## src/rtl/cec_rxq_pkg.sv

```systemverilog
package cec_rxq_pkg;
    localparam int MAX_OPND = 14;
    localparam int LEN_W    = 4;

    typedef struct packed {
        logic                     err;
        logic [LEN_W-1:0]         nopnd;
        logic [MAX_OPND-1:0][7:0] opnd;
        logic [7:0]               opc;
        logic [7:0]               hdr;
    } rx_frame_t;

    localparam logic [7:0] A_COUNT   = 8'h00;
    localparam logic [7:0] A_HDR     = 8'h04;
    localparam logic [7:0] A_OPC     = 8'h08;
    localparam logic [7:0] A_CTRL    = 8'h0C;
    localparam logic [7:0] A_AMAP_LO = 8'h10;
    localparam logic [7:0] A_AMAP_HI = 8'h14;
    localparam logic [7:0] A_ISTAT   = 8'h18;
    localparam logic [7:0] A_OPND0   = 8'h40;
endpackage

```

## src/rtl/cec_rxq_filter.sv

```systemverilog
module cec_rxq_filter
    import cec_rxq_pkg::*;
(
    input  logic                    valid,
    input  logic [7:0]              hdr,
    input  logic [7:0]              opc,
    input  logic [MAX_OPND*8-1:0]   opnd_flat,
    input  logic [LEN_W-1:0]        nopnd,
    input  logic                    err,
    input  logic [15:0]             amap,
    output logic                    hit,
    output rx_frame_t               frame
);
    // destination nibble selects one bit of the acceptance bitmap
    assign hit = valid & amap[hdr[3:0]];

    always_comb begin
        frame.hdr   = hdr;
        frame.opc   = opc;
        frame.opnd  = opnd_flat;
        frame.err   = err;
        frame.nopnd = (nopnd > LEN_W'(MAX_OPND)) ? LEN_W'(MAX_OPND) : nopnd;
    end
endmodule

```

## src/rtl/cec_rxq_store.sv

```systemverilog
module cec_rxq_store
    import cec_rxq_pkg::*;
#(
    parameter  int DEPTH = 4,
    localparam int PW    = (DEPTH > 1) ? $clog2(DEPTH) : 1,
    localparam int CW    = $clog2(DEPTH + 1)
) (
    input  logic          clk,
    input  logic          rst_n,
    input  logic          push_req,
    input  rx_frame_t     push_frame,
    input  logic          pop,
    input  logic          flush,
    output rx_frame_t     front,
    output logic [CW-1:0] count,
    output logic          pushed,
    output logic          dropped
);
    typedef struct packed {
        logic [PW-1:0] wr;
        logic [PW-1:0] rd;
        logic [CW-1:0] cnt;
    } ptr_t;

    ptr_t      ptr_d, ptr_q;
    rx_frame_t mem_d [DEPTH];
    rx_frame_t mem_q [DEPTH];

    logic full;
    logic pop_eff;

    assign full    = (ptr_q.cnt == CW'(DEPTH));
    assign pushed  = push_req & ~full & ~flush;
    assign dropped = push_req & full & ~flush;
    assign pop_eff = pop & (ptr_q.cnt != '0) & ~flush;

    always_comb begin
        ptr_d = ptr_q;
        mem_d = mem_q;
        if (flush) begin
            ptr_d = '0;
        end else begin
            if (pushed) begin
                mem_d[ptr_q.wr] = push_frame;
                ptr_d.wr = (ptr_q.wr == PW'(DEPTH - 1)) ? '0 : ptr_q.wr + 1'b1;
            end
            if (pop_eff) begin
                ptr_d.rd = (ptr_q.rd == PW'(DEPTH - 1)) ? '0 : ptr_q.rd + 1'b1;
            end
            if (pushed && !pop_eff) begin
                ptr_d.cnt = ptr_q.cnt + CW'(1);
            end else if (!pushed && pop_eff) begin
                ptr_d.cnt = ptr_q.cnt - CW'(1);
            end
        end
    end

    always_ff @(posedge clk) begin
        if (!rst_n) begin
            ptr_q <= '0;
            mem_q <= '{default: '0};
        end else begin
            ptr_q <= ptr_d;
            mem_q <= mem_d;
        end
    end

    assign front = (ptr_q.cnt != '0) ? mem_q[ptr_q.rd] : '0;
    assign count = ptr_q.cnt;

    p_cnt_bound_r9: assert property (@(posedge clk) disable iff (!rst_n)
        ptr_q.cnt <= CW'(DEPTH));

    p_push_grows_r3: assert property (@(posedge clk) disable iff (!rst_n)
        (push_req && !full && !flush && !pop) |=> (ptr_q.cnt == $past(ptr_q.cnt) + CW'(1)));

    p_full_drop_r9: assert property (@(posedge clk) disable iff (!rst_n)
        (push_req && full && !pop && !flush) |=> $stable(ptr_q.cnt));

    p_flush_empties_r8: assert property (@(posedge clk) disable iff (!rst_n)
        flush |=> (ptr_q.cnt == '0));

    p_pop_empty_r7: assert property (@(posedge clk) disable iff (!rst_n)
        (pop && ptr_q.cnt == '0 && !push_req) |=> $stable(ptr_q));
endmodule

```

## src/rtl/cec_rxq_regs.sv

```systemverilog
module cec_rxq_regs
    import cec_rxq_pkg::*;
#(
    parameter int CW = 3
) (
    input  logic          clk,
    input  logic          rst_n,
    input  logic          reg_wr,
    input  logic [7:0]    reg_addr,
    input  logic [7:0]    reg_wdata,
    input  rx_frame_t     front,
    input  logic [CW-1:0] count,
    input  logic          pushed,
    input  logic          dropped,
    output logic [7:0]    reg_rdata,
    output logic [15:0]   amap,
    output logic          pop,
    output logic          flush,
    output logic          irq
);
    typedef struct packed {
        logic [15:0] amap;
        logic [1:0]  ctrl;
        logic        ne;
        logic        ovf;
    } regs_t;

    regs_t s_d, s_q;
    logic  wr_ctrl, wr_istat;

    assign wr_ctrl  = reg_wr && (reg_addr == A_CTRL);
    assign wr_istat = reg_wr && (reg_addr == A_ISTAT);

    always_comb begin
        s_d      = s_q;
        s_d.ctrl = 2'b00;          // a pending request executes this cycle
        if (wr_ctrl) begin
            if (reg_wdata[1:0] == 2'b11)
                s_d.ctrl = 2'b11;
            else if (reg_wdata[0])
                s_d.ctrl = 2'b01;
        end
        if (reg_wr && reg_addr == A_AMAP_LO) s_d.amap[7:0]  = reg_wdata;
        if (reg_wr && reg_addr == A_AMAP_HI) s_d.amap[15:8] = reg_wdata;
        if (wr_istat && reg_wdata[1]) s_d.ne  = 1'b0;
        if (wr_istat && reg_wdata[4]) s_d.ovf = 1'b0;
        if (pushed)  s_d.ne  = 1'b1;
        if (dropped) s_d.ovf = 1'b1;
    end

    always_ff @(posedge clk) begin
        if (!rst_n) s_q <= '0;
        else        s_q <= s_d;
    end

    assign amap  = s_q.amap;
    assign pop   = (s_q.ctrl == 2'b01);
    assign flush = (s_q.ctrl == 2'b11);
    assign irq   = s_q.ne | s_q.ovf;

    always_comb begin
        reg_rdata = '0;
        case (reg_addr)
            A_COUNT:   reg_rdata = {front.err, 3'(count), front.nopnd};
            A_HDR:     reg_rdata = front.hdr;
            A_OPC:     reg_rdata = front.opc;
            A_CTRL:    reg_rdata = {6'b0, s_q.ctrl};
            A_AMAP_LO: reg_rdata = s_q.amap[7:0];
            A_AMAP_HI: reg_rdata = s_q.amap[15:8];
            A_ISTAT:   reg_rdata = {3'b0, s_q.ovf, 2'b0, s_q.ne, 1'b0};
            default:   reg_rdata = '0;
        endcase
        for (int i = 0; i < MAX_OPND; i++) begin
            if (reg_addr == A_OPND0 + 8'(4 * i))
                reg_rdata = (LEN_W'(i) < front.nopnd) ? front.opnd[i] : 8'h00;
        end
    end

    p_ctrl_selfclear_r7: assert property (@(posedge clk) disable iff (!rst_n)
        (s_q.ctrl != 2'b00 && !wr_ctrl) |=> (s_q.ctrl == 2'b00));

    p_ne_set_r11: assert property (@(posedge clk) disable iff (!rst_n)
        pushed |=> (s_q.ne && irq));

    p_ovf_sticky_r9: assert property (@(posedge clk) disable iff (!rst_n)
        (s_q.ovf && !(wr_istat && reg_wdata[4])) |=> s_q.ovf);

    p_ovf_set_r9: assert property (@(posedge clk) disable iff (!rst_n)
        dropped |=> s_q.ovf);
endmodule

```

## src/rtl/cec_rx_frame_queue.sv

```systemverilog
module cec_rx_frame_queue
    import cec_rxq_pkg::*;
#(
    parameter  int DEPTH = 4,               // at most 7: status field is 3 bits
    localparam int CW    = $clog2(DEPTH + 1)
) (
    input  logic                  clk,
    input  logic                  rst_n,
    input  logic                  fr_valid,
    input  logic [7:0]            fr_hdr,
    input  logic [7:0]            fr_opc,
    input  logic [MAX_OPND*8-1:0] fr_opnd,
    input  logic [LEN_W-1:0]      fr_nopnd,
    input  logic                  fr_err,
    input  logic                  reg_wr,
    input  logic [7:0]            reg_addr,
    input  logic [7:0]            reg_wdata,
    output logic [7:0]            reg_rdata,
    output logic                  irq
);
    logic [15:0]   amap;
    logic          hit;
    rx_frame_t     in_frame;
    rx_frame_t     front;
    logic [CW-1:0] count;
    logic          pop, flush, pushed, dropped;

    cec_rxq_filter u_filter (
        .valid     (fr_valid),
        .hdr       (fr_hdr),
        .opc       (fr_opc),
        .opnd_flat (fr_opnd),
        .nopnd     (fr_nopnd),
        .err       (fr_err),
        .amap      (amap),
        .hit       (hit),
        .frame     (in_frame)
    );

    cec_rxq_store #(.DEPTH(DEPTH)) u_store (
        .clk        (clk),
        .rst_n      (rst_n),
        .push_req   (hit),
        .push_frame (in_frame),
        .pop        (pop),
        .flush      (flush),
        .front      (front),
        .count      (count),
        .pushed     (pushed),
        .dropped    (dropped)
    );

    cec_rxq_regs #(.CW(CW)) u_regs (
        .clk       (clk),
        .rst_n     (rst_n),
        .reg_wr    (reg_wr),
        .reg_addr  (reg_addr),
        .reg_wdata (reg_wdata),
        .front     (front),
        .count     (count),
        .pushed    (pushed),
        .dropped   (dropped),
        .reg_rdata (reg_rdata),
        .amap      (amap),
        .pop       (pop),
        .flush     (flush),
        .irq       (irq)
    );

    p_filter_drop_r2: assert property (@(posedge clk) disable iff (!rst_n)
        (fr_valid && !hit && !pop && !flush) |=> $stable(count));
endmodule

```

## config.mk

```make
export PLATFORM = sky130hd
export DESIGN_NAME = cec_rx_frame_queue
export DESIGN_NICKNAME = d
export VERILOG_FILES = /design/src/rtl/cec_rxq_pkg.sv /design/src/rtl/cec_rxq_filter.sv /design/src/rtl/cec_rxq_store.sv /design/src/rtl/cec_rxq_regs.sv /design/src/rtl/cec_rx_frame_queue.sv
export SDC_FILE = /design/constraint.sdc
export NUM_CORES = 1
export LEC_CHECK = 0
export BUFFER_PORTS_ARGS = -buffer_cell sky130_fd_sc_hd__buf_2
export CORE_MARGIN = 3
export CORE_UTILIZATION = 55
export CTS_CLUSTER_DIAMETER = 150
export DETAILED_ROUTE_END_ITERATION = 16
export PLACE_DENSITY = 0.76
export SYNTH_ARGS = -nofsm -noshare
export SYNTH_HDL_FRONTEND = slang
export SYNTH_HIERARCHICAL = 1
export SYNTH_SLANG_ARGS = --single-unit
```

## constraint.sdc

```tcl
create_clock -name clk -period 3.4 [get_ports clk]
set_input_delay 0.17 -clock clk [delete_from_list [all_inputs] [get_ports clk]]
set_output_delay 0.17 -clock clk [all_outputs]
set_load 0.03 [all_outputs]
```

==> out/metrics.cfg <==
[worst_setup_path]
reg2reg_slack_ns=0.38
path_max_fanout=5
max_stage_delay_ns=0.54
cp_data_arrival_time_ns=3.79
crit_chain=mux4_2 > nor2b_4 > or4_4 > and3_4 > a222oi_1 > a41o_1 > a21oi_4 > or3_4 > buf_6
setup.worst_path.end_class=output pin
cp_data_required_time_ns=3.23
crit_buf_inv=1
r2r_start=u_regs/amap[4]
critical_path_class=flop to output pin
reg2regPathDepth=11
r2r-end=u_store/count[2]
path_delay_family=simple AND/OR/NAND/NOR gates
worstSetupStartpointType=flop
slowest_stage=mux4_2

[die]
fp.dieH_um=231.3
num_rows=81
die-area_mm2=0.05351
io_pins=162
coreArea_mm2=0.04956
die_x_um=231.3
start_util_pct=56.34

[routing]
ant_nets=0
num_vias=21033
dr.pass1.iters=6
drc_errors=0
wl_per_cell_um=20.90
viasPerCell=5.852
wl_um=75110
drt_iter0_markers=1729

[min_path]
min_to=u_store/mem_q[210]
worst_hold_path_type=input port to flop
hp-start=fr_opnd[61]
hold_path_depth=3

[timing]
rsz0062_at_grt=yes
slew_viol_final=0
hold_viol_final=0
fin_crit_ns=3.956
finalSetupTns_ns=-3.532
fmax_ghz=0.2528
fin_ws_ns=-0.5565
setup_viol=8
worst_pin_slew_ns=0.7662
finClkSkew_ns=0.02003
slew_headroom_pct=48.92
fin_crit_sh_pct=116.4

[synthesis]
ys_warn_count=6
postSynth.asyncResetShare_pct=0
synth_fp_nets=2940
synth_top_family_by_area=multiplexers
synth_xor_area_share_pct=0.06273
synth_edf_count=0
ys.flop_type=dfxtp_1
seq_area_frac_synth_pct=40.08
muxShareOfSynthArea_pct=31.09
synth_compound_area_share_pct=3.880
yosys.cell_types.count=72
synth.avg_cell_area_um2=10.04
synth-seq-cells=559
synthSimpleGateAreaFrac_pct=16.75
synthCells=2780
synthAdderAreaFrac_pct=0.3405
syn_area_mm2=0.02792

[place]
port_buffers=161
hpwl_um=49020
dp_cells=3320
dpl-instance-area_mm2=0.02831
place_congestion=0.9217

[grt]
grt_pass1_wl_um=118900
grt.total_usage_pct=27.71
grt_pass1_vias=21762
antenna_found_initial=2
grt_max_degree=161
grt-ovfl-total=0

[pwr]
p_switching_mw=3.366
peakVddDrop_v=0.0004652
comb_power_share_pct=8.6
swShare_pct=23.81
p_per_area_mw_per_mm2=438.2
power_frac_clock_pct=44.0
leakage_nw=11.51
p_int_mw=10.77
seq_power_share_pct=47.4

[cells_and_area]
fin_cells=3594
drive_gt1_share_pct=21.82
syn2layout_area_growth_pct=15.55
nets=3043
fin_area_mm2=0.03226

[clock_network]
cts_tree=yes
clock-sinks=559
clk_pin_slew_ns=0.06
numCtsBuffers=57
root_buffer=clkbuf_16
htreeDepth=2
insertion_delay_ns=0.61
clk_path_buf_depth=3

[outcome]
status=finished, violations left
violations=negative setup slack

[run]
drv_cap=0

==> cells in the mapped netlist, types with 6 or more instances <==
master,count,area (µm²)
or3_1,10,62.56
nand3b_1,7,52.55
buf_4,181,1359
a21oi_1,46,230.2
nor3_1,11,55.05
and2b_2,73,639.4
ha_1,6,75.07
o21ai_0,15,75.07
nand4_1,8,50.05
and3_1,8,50.05
and2_1,9,56.30
buf_2,68,340.3
a22oi_1,12,90.09
dfxtp_1,559,11190
mux2i_1,558,5585
a211oi_1,7,52.55
nand2_1,687,2579
nor2b_1,85,531.8
nor2_1,18,67.56
nand3_1,29,145.1
mux4_2,135,3040
a31oi_1,8,50.05
a221oi_1,10,87.58
clkbuf_1,115,431.7
==> kinds of logic (layout without fill, tap and decap cells) <==
kind of cell / after synthesis / in the layout
and+or+nand+nor: 988 / 988
muxes: 698 / 698
DFF: 559 / 559
buffers and inverters: 372 / 521
AOI/OAI and AO/OA: 154 / 154
adders and majority gates: 7 / 7
xor gates and xnor gates: 2 / 2
other: 0 / 1
==> cells in the final DEF (no fill, tap or decap), types with 6 or more instances in the layout <==
cell type      instances
a21oi_1               40
clkbuf_8              12
buf_2                153
a31oi_1                7
dlygate4sd3_1        141
nand2_1              685
nor2_1                16
nor2b_1               82
a221oi_1               6
clkbuf_16             57
dfxtp_1              557
ha_1                   6
clkinv_2              13
or3_1                  6
buf_6                 18
nand4_1                8
nand3b_1               7
mux4_2               135
mux2i_1              558
buf_4                 76
nand3_1               29
a22oi_1                8
o21ai_0               15
clkbuf_1              14
buf_12                15
and2b_2               73
and2_1                 9
nor3_1                10
==> metal layers <==
| metal | vias up | track usage, % | wire length [µm] | share of wire (%) |
|---|---|---|---|---|
| met2 | 684 | 46.85 | 36400 | 48 |
| li1 | 9713 | - | - | - |
| met3 | 146 | 3.282 | 3883 | 5.2 |
| met1 | 10488 | 37.08 | 32410 | 43 |
| met4 | 2 | 9.278 | 2414 | 3.2 |
| met5 | - | 0 | 4 | 0.0053 |
==> worst register-to-register path, cell delays in order, from the launching register on <==
cell      delay, ns
dfxtp_1        0.42
mux4_2         0.28
o211ai_2       0.08
o22ai_1        0.27
nand2b_1       0.26
nor2_1         0.30
ha_1           0.25
inv_1          0.07
fa_1           0.38
xor2_1         0.16
or3_1          0.32
a21oi_1        0.16
==> sequential cells by signal, summed over array words and instances, names as in the netlist <==
name           count
u_store/ptr_q      4
u_regs/amap       16
u_store/count      3
u_regs/s_q         4
u_store/mem_q    532
==> power by group through the flow <==
stage	clock network, mW	logic (mW)	registers, mW
6_report	6.21	1.22	6.70
5_1_grt	6.57	1.31	6.71
4_1_cts	6.31	1.20	6.70
3_5_place_dp	0	1.05	6.84
3_3_place_gp	0	1.01	6.84
2_1_floorplan	0	0.815	6.83
==> worst max path at each step <==
stage / start / endpoint / cells past startpoint
after floorplan: u_store/ptr_q[4] / reg_rdata[2] / 11
after global placement: u_store/ptr_q[4] / reg_rdata[4] / 10
after detailed placement: u_store/ptr_q[4] / reg_rdata[4] / 10
after CTS: u_store/ptr_q[4] / reg_rdata[4] / 9
after global routing: u_store/ptr_q[4] / reg_rdata[4] / 9
final: u_store/ptr_q[4] / reg_rdata[4] / 9
==> cell type report <==
type                    count  area [µm²]
flip-flops and latches    559       11200
repair buffers            411        3456
clock buffers              83        1644
fillers                  3747       17290
diodes                      1       2.502
well taps                 664       830.8
inverters                   5       18.77
multi-input cells        1849       14900
clock inverters            22       216.5
==> stage by stage <==
stage / setup slack (ns) / hold slack [ns] / utilization, % / total power, mW
3_3_place_gp: -0.05655 / 0.4386 / 57.12 / 7.850
4_1_cts: -0.5579 / 0.02630 / 64.83 / 14.21
3_5_place_dp: -0.05390 / 0.4440 / 57.12 / 7.889
5_1_grt: -0.6301 / 0.04618 / 65.10 / 14.59
2_1_floorplan: 0.01104 / 0.2917 / - / 7.646
6_report: -0.5565 / 0.05126 / 65.10 / 14.14
==> what timing repair did <==
item                                   CTS  global route
setup endpoints to repair                8             8
resized for setup                       76            16
pin swaps                               31            19
buffers inserted                        19             5
hold buffers                           141             0
endpoints found under the hold margin  547             0
gates cloned                             3             0
Power figures use the tool's default switching activity.
